`config.mk`:
```
export PLATFORM = sky130hd
export DESIGN_NAME = simd_mask_ctrl
export DESIGN_NICKNAME = d
export VERILOG_FILES = /design/src/rtl/simd_mask_pkg.sv /design/src/rtl/simd_mask_stack.sv /design/src/rtl/simd_mask_eval.sv /design/src/rtl/simd_mask_ctrl.sv
export SDC_FILE = /design/constraint.sdc
export NUM_CORES = 1
export LEC_CHECK = 0
export ABC_CLOCK_PERIOD_IN_PS = 4900
export BUFFER_PORTS_ARGS = -buffer_cell sky130_fd_sc_hd__buf_4
export CAP_MARGIN = 20
export CORE_MARGIN = 2
export CORE_UTILIZATION = 56
export CTS_CLUSTER_DIAMETER = 60
export DETAILED_ROUTE_END_ITERATION = 12
export PLACE_DENSITY_LB_ADDON = 0.08
export SYNTH_ARGS = -nofsm -noshare
export SYNTH_HDL_FRONTEND = slang
export SYNTH_SLANG_ARGS = --single-unit
```
`constraint.sdc`:
```
create_clock -name clk -period 4.9 [get_ports clk]
set_input_delay 0.245 -clock clk [delete_from_list [all_inputs] [get_ports clk]]
set_output_delay 0.245 -clock clk [all_outputs]
set_load 0.1 [all_outputs]
```
`src/rtl/simd_mask_pkg.sv`:
```
// Package: opcode encoding shared by the mask controller and its parts.
package simd_mask_pkg;
    typedef enum logic [2:0] {
        OP_NOP        = 3'd0,
        OP_IF         = 3'd1,
        OP_ELSE       = 3'd2,
        OP_ENDIF      = 3'd3,
        OP_LOOP_ENTER = 3'd4,
        OP_LOOP_TEST  = 3'd5,
        OP_LOOP_END   = 3'd6
    } mask_op_e;
endpackage

```
`src/rtl/simd_mask_stack.sv`:
```
// Module: frame stack holding a parent mask and an alternative mask per level.
// Assumes: push and pop are never raised together; push on full and pop on
// empty are ignored here (the caller flags them).
module simd_mask_stack #(
    parameter int LANES = 16,
    parameter int DEPTH = 8
) (
    input  logic             clk,
    input  logic             rst_n,
    input  logic             push,
    input  logic             pop,
    input  logic [LANES-1:0] push_par,
    input  logic [LANES-1:0] push_alt,
    output logic [LANES-1:0] top_par,
    output logic [LANES-1:0] top_alt,
    output logic             full,
    output logic             empty
);
    localparam int PW = $clog2(DEPTH + 1);

    logic [PW-1:0]    ptr_q;
    logic [LANES-1:0] par_q [DEPTH];
    logic [LANES-1:0] alt_q [DEPTH];

    assign full  = (ptr_q == PW'(DEPTH));
    assign empty = (ptr_q == '0);

    // Track the number of occupied frames.
    always_ff @(posedge clk) begin
        if (!rst_n)                ptr_q <= '0;
        else if (push && !full)    ptr_q <= ptr_q + PW'(1);
        else if (pop && !empty)    ptr_q <= ptr_q - PW'(1);
    end

    for (genvar g = 0; g < DEPTH; g++) begin : g_frame
        // Capture a new frame into slot g when it is the next free slot.
        always_ff @(posedge clk) begin
            if (push && !full && ptr_q == PW'(g)) begin
                par_q[g] <= push_par;
                alt_q[g] <= push_alt;
            end
        end
    end

    // Select the most recently pushed frame.
    always_comb begin
        top_par = '1;
        top_alt = '0;
        for (int i = 0; i < DEPTH; i++) begin
            if (ptr_q == PW'(i + 1)) begin
                top_par = par_q[i];
                top_alt = alt_q[i];
            end
        end
    end

    AST_PUSH_THEN_TOP: assert property (@(posedge clk) disable iff (!rst_n)
        (push && !full) |=> (top_par == $past(push_par) && top_alt == $past(push_alt)));
    AST_PTR_RANGE: assert property (@(posedge clk) disable iff (!rst_n)
        ptr_q <= PW'(DEPTH));
endmodule

```
`src/rtl/simd_mask_eval.sv`:
```
// Module: combinational opcode decoder; derives next mask, stack actions,
// same-cycle skip decisions and misuse events.
// Assumes: the top of stack inputs are valid whenever empty is low.
module simd_mask_eval
    import simd_mask_pkg::*;
#(
    parameter int LANES = 16
) (
    input  logic [2:0]       op,
    input  logic [LANES-1:0] mask,
    input  logic [LANES-1:0] cond,
    input  logic [LANES-1:0] top_par,
    input  logic [LANES-1:0] top_alt,
    input  logic             full,
    input  logic             empty,
    output logic [LANES-1:0] nxt_mask,
    output logic             push,
    output logic             pop,
    output logic [LANES-1:0] push_par,
    output logic [LANES-1:0] push_alt,
    output logic             skip_if,
    output logic             skip_else,
    output logic             loop_exit,
    output logic             misuse
);
    mask_op_e opc;
    assign opc = mask_op_e'(op);

    // Decode one opcode into mask update, stack action and skip flags.
    always_comb begin
        nxt_mask  = mask;
        push      = 1'b0;
        pop       = 1'b0;
        push_par  = mask;
        push_alt  = '0;
        skip_if   = 1'b0;
        skip_else = 1'b0;
        loop_exit = 1'b0;
        misuse    = 1'b0;
        unique case (opc)
            OP_IF: begin
                skip_if = ~|(mask & cond);
                if (full) misuse = 1'b1;
                else begin
                    push     = 1'b1;
                    push_alt = mask & ~cond;
                    nxt_mask = mask & cond;
                end
            end
            OP_ELSE: begin
                if (empty) misuse = 1'b1;
                else begin
                    nxt_mask  = top_alt;
                    skip_else = ~|top_alt;
                end
            end
            OP_ENDIF, OP_LOOP_END: begin
                if (empty) misuse = 1'b1;
                else begin
                    pop      = 1'b1;
                    nxt_mask = top_par;
                end
            end
            OP_LOOP_ENTER: begin
                if (full) misuse = 1'b1;
                else push = 1'b1;
            end
            OP_LOOP_TEST: begin
                nxt_mask  = mask & cond;
                loop_exit = ~|(mask & cond);
            end
            default: ;
        endcase
    end
endmodule

```
`src/rtl/simd_mask_ctrl.sv`:
```
// Module: top of the divergence mask controller. Holds the live mask and the
// sticky error flag; delegates decode and frame storage to its parts.
// Assumes: one opcode per cycle, structured (properly nested) programs.
module simd_mask_ctrl
    import simd_mask_pkg::*;
#(
    parameter int LANES = 16,
    parameter int DEPTH = 8
) (
    input  logic             clk,
    input  logic             rst_n,
    input  logic [2:0]       op,
    input  logic [LANES-1:0] cond,
    output logic [LANES-1:0] active_mask,
    output logic             skip_if,
    output logic             skip_else,
    output logic             loop_exit,
    output logic             stack_err
);
    logic [LANES-1:0] nxt_mask, top_par, top_alt, push_par, push_alt;
    logic             push, pop, full, empty, misuse;

    simd_mask_eval #(.LANES(LANES)) u_eval (
        .op(op), .mask(active_mask), .cond(cond),
        .top_par(top_par), .top_alt(top_alt), .full(full), .empty(empty),
        .nxt_mask(nxt_mask), .push(push), .pop(pop),
        .push_par(push_par), .push_alt(push_alt),
        .skip_if(skip_if), .skip_else(skip_else), .loop_exit(loop_exit),
        .misuse(misuse)
    );

    simd_mask_stack #(.LANES(LANES), .DEPTH(DEPTH)) u_stack (
        .clk(clk), .rst_n(rst_n), .push(push), .pop(pop),
        .push_par(push_par), .push_alt(push_alt),
        .top_par(top_par), .top_alt(top_alt), .full(full), .empty(empty)
    );

    // Register the live lane mask; reset enables every lane.
    always_ff @(posedge clk) begin
        if (!rst_n) active_mask <= '1;
        else        active_mask <= nxt_mask;
    end

    // Latch any stack misuse until reset.
    always_ff @(posedge clk) begin
        if (!rst_n)      stack_err <= 1'b0;
        else if (misuse) stack_err <= 1'b1;
    end

    AST_IF_NARROW: assert property (@(posedge clk) disable iff (!rst_n)
        (op == 3'd1 && !full) |=> active_mask == $past(active_mask & cond));
    AST_LOOP_SHRINK: assert property (@(posedge clk) disable iff (!rst_n)
        (op == 3'd5) |=> (active_mask & ~$past(active_mask)) == '0);
    AST_ERR_STICKY: assert property (@(posedge clk) disable iff (!rst_n)
        stack_err |=> stack_err);
    AST_OVF_HOLD: assert property (@(posedge clk) disable iff (!rst_n)
        ((op == 3'd1 || op == 3'd4) && full) |=> (stack_err && active_mask == $past(active_mask)));
    AST_NOP_HOLD: assert property (@(posedge clk) disable iff (!rst_n)
        (op == 3'd0) |=> active_mask == $past(active_mask));
    AST_SKIP_EXCL: assert property (@(posedge clk) disable iff (!rst_n)
        $onehot0({skip_if, skip_else, loop_exit}));
endmodule

```
After elaboration in Yosys (flattened, before gate mapping)
Memories as Yosys holds them, arrays and structs flattened.
Index checks and enable logic that the tools add are counted.
Widths: inputs -> output; s select.
- flip-flop bits (word level): 21
- memory bits (writable): 256
- input bits: 21
- output and inout bits: 20
- logic and storage cells: 157
- memories kept: 2
- add/sub/neg operators: 2
- equal/unequal tests: 17
- mux-type cells: 93
- bitwise operators: 3
- reductions and logical operators: 37
- memory list (name ; words ; bits a word ; rd ports ; clocked after memory_dff ; wr ports ; RTL line ; text):
    u_stack.alt_q ; 8 ; 16 ; 8 ; 0 ; 1 ; simd_mask_stack.sv:23 ; logic [LANES-1:0] alt_q [DEPTH];
    u_stack.par_q ; 8 ; 16 ; 8 ; 0 ; 1 ; simd_mask_stack.sv:22 ; logic [LANES-1:0] par_q [DEPTH];
- operators by type and width (cell ; number):
    $mux 16 ; 35
    $reduce_or 16->1 ; 16
    $pmux 16 s4 ; 1
    $mux 3 ; 14
    $mux 1 ; 40
    $and 16x16->16 ; 2
    $eq 4x3->1 const B ; 4
    $not 16->16 ; 1
    $logic_and 1x1->1 ; 10
    $eq 3x3->1 const B ; 3
    $eq 4x2->1 const B ; 2
    $mux 4 ; 2
    $eq 3x2->1 const B ; 2
    $ne 2x2->1 const B ; 3
    $add 4x1->4 const B ; 1
    $eq 4x1->1 const B ; 1
    $eq 4x4->1 const B ; 1
    $logic_not 1->1 ; 4
    $logic_not 4->1 ; 1
    $reduce_and 4->1 ; 1
    $reduce_bool 4->1 ; 1
    $reduce_or 2->1 ; 2
    $sub 4x1->4 const B ; 1
    $eq 3x1->1 const B ; 1
    other kinds (3) ; 3

Longest topological paths before layout
Gate-level depths: netlist of run 1.
- word-level depth: 15
- depth in mapped cells: 11

By module
Synthesis of run 1 repeated with hierarchy kept, for this count alone.
- cells, all modules: 1004
- area, all modules: 12685.9 sq um
- by module, submodules not included (module ; times used ; cells an instance ; area an instance (sq um) ; seq. area each (sq um)):
    simd_mask_stack ; 1 ; 773 ; 10812.9 ; 7767.4
    simd_mask_eval ; 1 ; 196 ; 1412.6 ; 0.0
    simd_mask_ctrl ; 1 ; 35 ; 460.4 ; 340.3

Least setup slack after synthesis of run 1
Ideal clock, no wire load.
- path kind: register to register
- start: register u_stack.ptr_q[0]
- end: memory u_stack.alt_q[3][0], in the netlist u_stack.alt_q[1][16] (enable)
- library setup time: 461 ps
- data arrival time: 3399 ps
- path slack: 1039 ps
- cell stages (with the launch flop): 7
- path buffers: 1
- period minus slack after synthesis: 3861 ps
- path through: dfxtp_1 -> inv_1 -> ha_1 -> nand3b_4 -> buf_2 -> nand2_1 -> nor3_1
- cells in the longest elaborated chain, start to end: 15
- elaborated cells on any way between the ends: 58
- RTL lines (what ; RTL line ; text):
    from (decl) ; simd_mask_stack.sv:21 ; logic [PW-1:0] ptr_q;
    from (signal assigned) ; simd_mask_stack.sv:31 ; else if (push && !full) ptr_q <= ptr_q + PW'(1);
    from (signal assigned) ; simd_mask_stack.sv:32 ; else if (pop && !empty) ptr_q <= ptr_q - PW'(1);
    $eq 4x4->1 ; simd_mask_stack.sv:25 ; assign full = (ptr_q == PW'(DEPTH));
    $mux 1 ; simd_mask_eval.sv:43, simd_mask_eval.sv:65 ;
    $mux 1 ; - ;
    $logic_and 1x1->1 (2 in series) ; simd_mask_stack.sv:38 ; if (push && !full && ptr_q == PW'(g)) begin
    $mux 1 ; simd_mask_stack.sv:38 ;
    $mux 1 (implied by the code) ; simd_mask_stack.sv:40 ; alt_q[g] <= push_alt;
    $reduce_or 16->1 (no line) ; - ;
    $mux 3 (no line) / $mux 1 (equally long branches) (7 in series) ; - ;
    to (decl) ; simd_mask_stack.sv:23 ;
Several ways; a longest one is shown, not always the timed one.

Worst setup path in the final report of run 1
- start: register u_stack.ptr_q[0]
- end: output port skip_else
- cells in the longest elaborated chain, start to end: 13
- elaborated cells on any way between the ends: 21
- RTL lines (what ; RTL line ; text):
    $eq 4x1->1 ; simd_mask_stack.sv:50 ; if (ptr_q == PW'(i + 1)) begin
    $mux 16 (8 in series) ; simd_mask_stack.sv:50 ;
    $reduce_or 16->1 ; simd_mask_eval.sv:54 ; skip_else = ~|top_alt;
    $logic_not 1->1 ; simd_mask_eval.sv:54 ;
    $mux 1 (*) ; simd_mask_eval.sv:51 ; if (empty) misuse = 1'b1;
    $mux 1 (*) ; simd_mask_eval.sv:40 ; unique case (opc)
    to (decl) ; simd_mask_ctrl.sv:16 ; output logic skip_else,
Mark *: on every way between the ends. The rest lies on a longest branch, timed or not.

==> results of run 1 <==
timing repair:
item,in CTS,in global routing
setup buffers,0,0
endpoints found under the hold margin,6,0
hold buffers,1,0
state kept, by name, indices dropped and copies added, names as in the netlist:
name / cells
stack_err: 1
active_mask: 16
u_stack.alt_q: 128
u_stack.par_q: 128
u_stack.ptr_q: 4
area by class of cell:
cell class	count	area, sq um
multi-input cells	524	3323
fillers	1629	7621
clock inverters	20	209.0
clock buffers	30	729.5
inverters	33	123.9
flip-flops and latches	277	8108
repair buffers	57	430.4
well taps	275	344.1
path summary, 6_finish.rpt:
kind | startpoint | endpoint | cells after the start
max reg2reg | u_stack.ptr_q[0] | u_stack.alt_q[3][24] | 5
min reg2reg | stack_err | stack_err | 1
max | u_stack.ptr_q[0] | skip_else | 8
min | cond[0] | active_mask[0] | 3
cells by family after synthesis:
family                   after synthesis
AO/OA/AOI/OAI                        255
XOR/XNOR                               2
adder cells (fa/ha/maj)                4
buffers and inverters                 97
flip-flops                           277
multiplexers                           4
AND/OR/NAND/NOR                      259
layout by cell type, fill, tap and decap left out, types with 4 or more instances in the layout:
| cell | count |
|---|---|
| o21a_1 | 4 |
| nor3b_1 | 26 |
| buf_4 | 53 |
| inv_1 | 33 |
| nand2_1 | 70 |
| o22ai_1 | 11 |
| edfxtp_1 | 256 |
| nand3b_1 | 18 |
| o221ai_1 | 6 |
| o211ai_1 | 16 |
| mux2i_1 | 4 |
| a22oi_1 | 16 |
| a31oi_1 | 9 |
| nor2b_1 | 18 |
| clkbuf_16 | 29 |
| and3_2 | 5 |
| o22a_1 | 5 |
| nand4_1 | 4 |
| nor4_1 | 5 |
| and2_1 | 7 |
| bufinv_16 | 4 |
| nor3_1 | 17 |
| nor2_1 | 52 |
| o21ai_1 | 12 |
| dfxtp_1 | 21 |
| a221oi_1 | 23 |
| o21ai_0 | 16 |
| a211oi_1 | 24 |
| nand3_1 | 12 |
| a21oi_1 | 70 |
| nand2b_1 | 4 |
| clkinv_2 | 9 |
| a2111oi_0 | 7 |
per-layer routing:
layer	vias to the layer above	track usage, %
met1	3908	39.69
met5	-	0
met3	60	4.526
met2	408	43.67
met4	0	10.00
li1	3526	-
power breakdown:
group	internal [W]	total (W)	switching, W
Combinational	0.000277	0.000914	0.000637
Sequential	0.00269	0.00280	0.000106
Clock	0.00128	0.00218	0.000895
Total	0.00425	0.00589	0.00164
stage by stage:
step,util [%],power (W),hold WS [ns],instances,instance area [sq um]
floorplan,-,0.003463,0.3667,898,11840
detailed placement,58.87,0.003745,0.5251,1162,12300
global route,63.52,0.006084,0.02250,1216,13270
finish,63.52,0.005890,0.03477,1216,13270
global placement,58.87,0.003724,0.5163,1162,12300
CTS,63.41,0.005898,0.02473,1213,13250
worst min-delay path, stage by stage:
cell	delay (ns)
buf_4	0.13
nand3_1	0.08
a31oi_1	0.07
==> out/metrics.csv, run 1 <==
metric,value,unit
maxcap violations,0,
Worst VDD drop,0.4560,mV
first-iteration detailed-routing DRC count,916,
root buf cell,clkbuf_16,
via density per instance,6.498,
clock slew at reported path FFs,0.06,ns
largest net degree at the start of global routing,62,
met1 WL,12.81,mm
RSZ-0062 raised after global routing,false,
Critical Path Start Type,flop,
leak pwr,4.330,nW
Pwr Density,444.0,nW/um^2
first-pass GRT wire length,46.39,mm
xor/xnor cell area share of the yosys netlist,0.2113,%
leading cell types by count after synthesis,"256 x edfxtp_1, 70 x a21oi_1, 70 x nand2_1",
Mapped Area,11840,sq um
crit path time final,4.281,ns
Post-synth EDFFs,256,
Wirelength per Cell,25.41,microns
layout overhead on the synthesized area,12.06,%
most common cell in the netlist,edfxtp_1,
CTS Sinks,277,
TritonCTS Buffers,28,
Residual DRC,0,
global route total overflow,0,
die width,149.4,microns
Crit Path Max Fanout,42,
post-synthesis mux area share,0.3382,%
Synth Area in Adders,0.4227,%
capturing element type of the critical path,output port,
CP Buf/Inv Count,2,
vias in the first global route,7655,
TNS Setup,0,ns
Crit Path Category,reg -> out,
CTS tree,done,
crit path DAT,4.04,ns
routed vias,7902,
DIE AREA,22320,sq um
internal reg-to-reg setup slack,1.34,ns
Site Rows,53,
Fmax,233.6,MHz
ys async rst share,0,%
share of the cycle needed by the critical path after routing,87.37,%
CP max stage cell,ha_2,
CTS resizes,0,
sequential share of the synthesized area,68.48,%
1st-pass router iterations,5,
dpl hpwl,18.72,mm
Place WS,1.249,ns
number of synthesized register bits,277,
Final setup viols,0,
main combinational cell family by area after synthesis,compound AO/OA/AOI/OAI gates,
Synth area leaders,"edfxtp_1 65%, dfxtp_1 3.6%, a21oi_1 3.0%",
Top Ports,41,
# port buffers,40,
Compound-Gate Fraction of Synth Area,15.04,%
initial core utilization,56.68,%
Post-DRT Antenna Nets,0,
worst path cell trace,ha_2 > buf_4 > a2111oi_0 > o31ai_1 > nand4_1 > nor4_1 > and4_1 > buf_4,
status,"finished, final reports clean",
WL final,30.90,mm
Synth area leader,edfxtp_1,
die height,149.4,microns
Crit path max-delay family,simple AND/OR/NAND/NOR gates,
Crit path top cell by count,buf_4,
worst path required time,4.66,ns
post-synth top area share,64.93,%
CTS HTree Levels,1,
WL met3,2.794,mm
Max-slew headroom,26.37,%
final worst slack,0.6190,ns
Yosys warning total,0,
final RePlAce weighted congestion,0.9704,
Final Hold Vio Count,0,
crit-path max cell delay,0.88,ns
Final nets,946,
Max Root-Sink Buffers,3,
prevailing post-synth register cell,edfxtp_1,
DR top layer,met4,
Mapped Cells,898,
max-slew violations,0,
simple logic cell fraction of the synthesized area,11.69,%
Setup Skew,0.008849,ns
initial antenna violation count,0,
layout cells sized above 1,13.71,%
WL met2,14.40,mm
worst skew pair latency,0.54,ns
Syn Area/Cell,13.18,sq um
Hold Path Class,in -> reg,
Synth Net Count,923,
Antenna Cells,0,
Total GRT Usage,27.81,%
core area,20890,sq um
Synth cell types,68,
Worst-Margin Slew,1.102,ns
Power figures use the tool's default switching activity.
==> run 2, diff against run 1 <==
--- a/config.mk
+++ b/config.mk
@@ -15,4 +15,5 @@
 export PLACE_DENSITY_LB_ADDON = 0.08
 export SYNTH_ARGS = -nofsm -noshare
 export SYNTH_HDL_FRONTEND = slang
+export SYNTH_HIERARCHICAL = 1
 export SYNTH_SLANG_ARGS = --single-unit
==> out/metrics.csv, run 2 <==
metric,value,unit
Setup Skew,0.009265,ns
most frequent cells in the layout,"256 x edfxtp_1, 70 x nand2b_1, 65 x nand2_1",
TritonCTS Buffers,31,
leading cell types by count after synthesis,"256 x edfxtp_1, 70 x nand2b_1, 65 x nand2_1",
Synth Net Count,1029,
CTS tree,done,
initial antenna violation count,0,
Placed Area,13030,sq um
number of synthesized register bits,277,
RSZ-0062 raised after global routing,false,
Critical Path Start Type,flop,
first-pass GRT wire length,52.52,mm
WL final,34.70,mm
Crit Path Max Fanout,42,
prevailing post-synth register cell,edfxtp_1,
"commonest non-fill, non-tap cell in the layout",edfxtp_1,
layout overhead on the synthesized area,10.59,%
sequential share of the synthesized area,63.91,%
TNS Setup,0,ns
capturing element type of the critical path,output port,
dpl hpwl,19.34,mm
Wirelength per Cell,26.51,microns
Worst-Margin Slew,1.138,ns
Synth area leader,edfxtp_1,
Fmax,238.4,MHz
Total GRT Usage,29.17,%
routed vias,8805,
Synth area leaders,"edfxtp_1 61%, nand2b_1 3.5%, dfxtp_1 3.3%",
Hold Path Class,in -> reg,
worst skew pair latency,0.57,ns
1st-pass router iterations,6,
Pwr Density,402.3,nW/um^2
worst path required time,4.66,ns
root buf cell,clkbuf_16,
Largest regs,"u_stack/alt_q x128, u_stack/par_q x128, active_mask x16",
Worst VDD drop,0.3319,mV
Post-DRT Antenna Nets,0,
clock slew at reported path FFs,0.06,ns
Final nets,1024,
CTS resizes,0,
CTS HTree Levels,1,
vias in the first global route,8565,
most common cell in the netlist,edfxtp_1,
Post-synth EDFFs,256,
Mapped Cells,1004,
leak pwr,4.568,nW
Mapped Area,12690,sq um
Top Ports,41,
die height,154.5,microns
max-slew violations,0,
Max Root-Sink Buffers,3,
Yosys warning total,6,
Syn Area/Cell,12.64,sq um
global route total overflow,0,
Site Rows,55,
post-layout power,0.005644,W
initial core utilization,56.55,%
first-iteration detailed-routing DRC count,1048,
largest net degree at the start of global routing,43,
# port buffers,40,
Final setup viols,0,
Residual DRC,0,
CTS Sinks,277,
Crit Path Category,reg -> out,
CTS hold repair buffers,0,
Synth cell types,64,
share of the cycle needed by the critical path after routing,85.61,%
maxcap violations,0,
DIE AREA,23870,sq um
status,"finished, final reports clean",
crit path time final,4.195,ns
core area,22430,sq um
Final Hold Vio Count,0,
Antenna Cells,0,
via density per instance,6.727,
design area,14030,sq um
ys async rst share,0,%
post-CTS setup buffers,0,
Max-slew headroom,24.11,%
crit path DAT,3.95,ns
post-synth top area share,60.60,%
die width,154.5,microns
layout cells sized above 1,13.67,%
final RePlAce weighted congestion,0.8379,
run 2: cell types whose count changed after synthesis, moves of 18 or more:
cell / delta
a211oi_1: -22
a32oi_1: +21
a21oi_1: -26
o211ai_1: +22
o21ai_0: +28
nand2b_1: +66
o21a_1: +18
run 2: where the power goes:
part	leakage, nW	switching, W	internal [W]
logic	1.61	0.000421	0.000198
registers	2.46	0.0000852	0.00266
clock network	0.499	0.000958	0.00132
total	4.57	0.00146	0.00418
run 2: worst max-delay path, stage by stage, from the launching register on:
cell and delay, ns:
dfxtp_1 0.48, ha_2 0.87, nor2b_1 0.75, a221oi_1 0.19, o31ai_1 0.33, a22o_1 0.22
nor4_1 0.07, nand4_1 0.14, nor2_1 0.08, buf_4 0.23
run 2: logic make-up after synthesis:
kind of cell / count (synthesis) / share of synthesized area, %
xor+xnor: 2 / 0.1381
fa+ha+maj: 4 / 0.3945
buf+inv: 119 / 4.773
mux: 18 / 1.440
simple gates: 290 / 12.93
flops: 277 / 63.91
compound gates: 294 / 16.41
run 2: routing by layer:
metal | part of all wire [%] | global-route usage (%)
met1 | 42 | 43.04
met5 | 0 | 0
met3 | 9.2 | 3.979
met4 | 2.8 | 8.818
met2 | 46 | 45.64
run 2: final cells by class:
cell class	count	area (sq um)
Clock buffer	34	787.0
Clock inverter	24	217.7
Fill cell	1753	8404
Inverter	24	90.09
Multi-Input combinational cell	608	4015
Sequential cell	277	8110
Tap cell	285	356.6
Timing Repair Buffer	57	452.9
run 2: path summary, 6_finish.rpt:
kind	cells after the start	to	startpoint	slack, ns
setup / recovery	9	skip_else	u_stack/ptr_q[0]	0.70
hold / removal	2	u_stack/alt_q[0][58]	cond[10]	0.03
setup reg to reg	7	u_stack/par_q[0][58]	u_stack/ptr_q[0]	1.30
hold reg to reg	1	stack_err	stack_err	0.50
run 2: through the flow:
stage	hold slack [ns]	worst slack (ns)	utilization [%]	instances
2_1_floorplan	0.3180	0.2774	-	1004
3_3_place_gp	0.4937	1.395	58.06	1251
3_5_place_dp	0.4997	1.378	58.06	1251
4_1_cts	0.005939	0.7662	62.54	1309
5_1_grt	0.03287	0.5206	62.54	1309
6_report	0.03411	0.7049	62.54	1309
==> run 3, diff against run 2 <==
--- a/config.mk
+++ b/config.mk
@@ -10,6 +10,7 @@
 export CAP_MARGIN = 20
 export CORE_MARGIN = 2
 export CORE_UTILIZATION = 56
+export CTS_BUF_LIST = sky130_fd_sc_hd__clkbuf_2
 export CTS_CLUSTER_DIAMETER = 60
 export DETAILED_ROUTE_END_ITERATION = 12
 export PLACE_DENSITY_LB_ADDON = 0.08
==> out/metrics.csv, run 3 (synthesized netlist as in run 2, its figures left out) <==
metric,value,unit
Crit Path Category,reg -> out,
Fmax,223.8,MHz
dpl hpwl,19.34,mm
Crit Path Max Fanout,42,
Max Root-Sink Buffers,3,
largest net degree at the start of global routing,43,
most frequent cells in the layout,"256 x edfxtp_1, 109 x clkbuf_2, 70 x nand2b_1",
worst path cell trace,ha_2 > nor2b_1 > a221oi_1 > o31ai_1 > a22o_1 > nor4_1 > nand4_1 > nor2_1 > buf_4,
design area,13960,sq um
final worst slack,0.4324,ns
CP Buf/Inv Count,1,
maxcap violations,0,
CP max stage cell,ha_2,
first-pass GRT wire length,52.88,mm
internal reg-to-reg setup slack,0.84,ns
1st-pass router iterations,5,
Wirelength per Cell,25.04,microns
WL final,35.13,mm
CTS Sinks,277,
die height,154.5,microns
root buf cell,clkbuf_2,
max-slew violations,0,
CTS HTree Levels,3,
Largest regs,"u_stack/alt_q x128, u_stack/par_q x128, active_mask x16",
capturing element type of the critical path,output port,
TritonCTS Buffers,73,
crit path time final,4.468,ns
critical path startpoint,u_stack/ptr_q[0],
RSZ-0062 raised after global routing,false,
Place WS,1.378,ns
leak pwr,4.697,nW
Crit path max-delay family,simple AND/OR/NAND/NOR gates,
Placed Area,13030,sq um
share of the cycle needed by the critical path after routing,91.17,%
TNS Setup,0,ns
CTS tree,done,
post-layout power,0.005061,W
Residual DRC,0,
Hold Path Class,in -> reg,
Pwr Density,362.7,nW/um^2
vias in the first global route,8840,
Setup Skew,0.04442,ns
die width,154.5,microns
Final Hold Vio Count,0,
Critical Path Start Type,flop,
first-iteration detailed-routing DRC count,1074,
DIE AREA,23870,sq um
worst path required time,4.66,ns
global route total overflow,0,
Top Ports,41,
Site Rows,55,
layout overhead on the synthesized area,10.01,%
initial antenna violation count,1,
min-delay src,op[2],
crit path DAT,4.22,ns
layout cells sized above 1,18.82,%
core area,22430,sq um
"commonest non-fill, non-tap cell in the layout",edfxtp_1,
initial core utilization,56.55,%
Max-slew headroom,25.90,%
Total GRT Usage,29.66,%
routed vias,9157,
via density per instance,6.527,
WHS,0.08003,ns
worst skew pair latency,0.83,ns
Worst VDD drop,0.2582,mV
# port buffers,40,
crit-path max cell delay,0.88,ns
Worst-Margin Slew,1.111,ns
status,"finished, final reports clean",
Final nets,1089,
final RePlAce weighted congestion,0.8379,
fillers,1820,
Final setup viols,0,
FF-to-FF Start,u_stack/ptr_q[0],
Post-DRT Antenna Nets,0,
clock slew at reported path FFs,0.10,ns
==> run 3: cell types whose count changed in the layout (fill, tap and decap cells not counted) <==
| cell | previous run | this run |
|---|---|---|
| clkbuf_2 | 0 | 109 |
| diode_2 | 0 | 2 |
| clkinv_1 | 8 | 10 |
| inv_8 | 1 | 0 |
| inv_16 | 1 | 0 |
| inv_2 | 1 | 4 |
| clkbuf_1 | 3 | 0 |
| clkinvlp_4 | 1 | 0 |
| dlygate4sd3_1 | 0 | 23 |
| clkbuf_16 | 31 | 0 |
| clkinv_2 | 9 | 3 |
| inv_6 | 2 | 0 |
==> run 3: worst paths after layout <==
kind                         end  depth (start not counted)
setup / recovery       skip_else                          9
hold / removal         stack_err                          3
setup reg to reg  active_mask[9]                          9
hold reg to reg        stack_err                          1
==> run 3: what timing repair did <==
| action | CTS | global route |
|---|---|---|
| resized for setup | 0 | 0 |
| setup buffers | 0 | 0 |
| hold buffers | 23 | 0 |
| hold endpoints to repair | 149 | 0 |
==> run 3: metal layers <==
metal | track usage [%] | wire (microns) | vias up
met5 | 0 | 0 | -
met4 | 11.11 | 1090 | 0
met3 | 4.987 | 3013 | 90
met2 | 45.96 | 16100 | 504
met1 | 42.60 | 14930 | 4544
li1 | - | - | 4019
==> run 3: through the flow <==
step,std cells,utilization (%)
global route,1403,62.21
finish,1403,62.21
floorplan,1004,-
CTS,1401,62.19
detailed placement,1251,58.06
global placement,1251,58.06
==> run 3: layout make-up <==
cell class	instances	area, sq um	area share, %
Timing Repair Buffer	80	683.2	4.895
Clock buffer	109	545.5	3.909
Multi-Input combinational cell	608	4015	28.77
Sequential cell	277	8110	58.11
Antenna cell	2	5.005	0.03586
Tap cell	285	356.6	2.555
Clock inverter	18	150.1	1.076
Inverter	24	90.09	0.6455
==> run 3: power breakdown <==
group,internal [W],switching (W)
combinational,0.000216,0.000426
sequential,0.00265,0.0000860
clock,0.000746,0.000935
total,0.00361,0.00145
==> run 3: tightest hold or removal path: stages <==
cell and delay (ns):
buf_4 0.28, a221oi_1 0.16, o21a_1 0.17
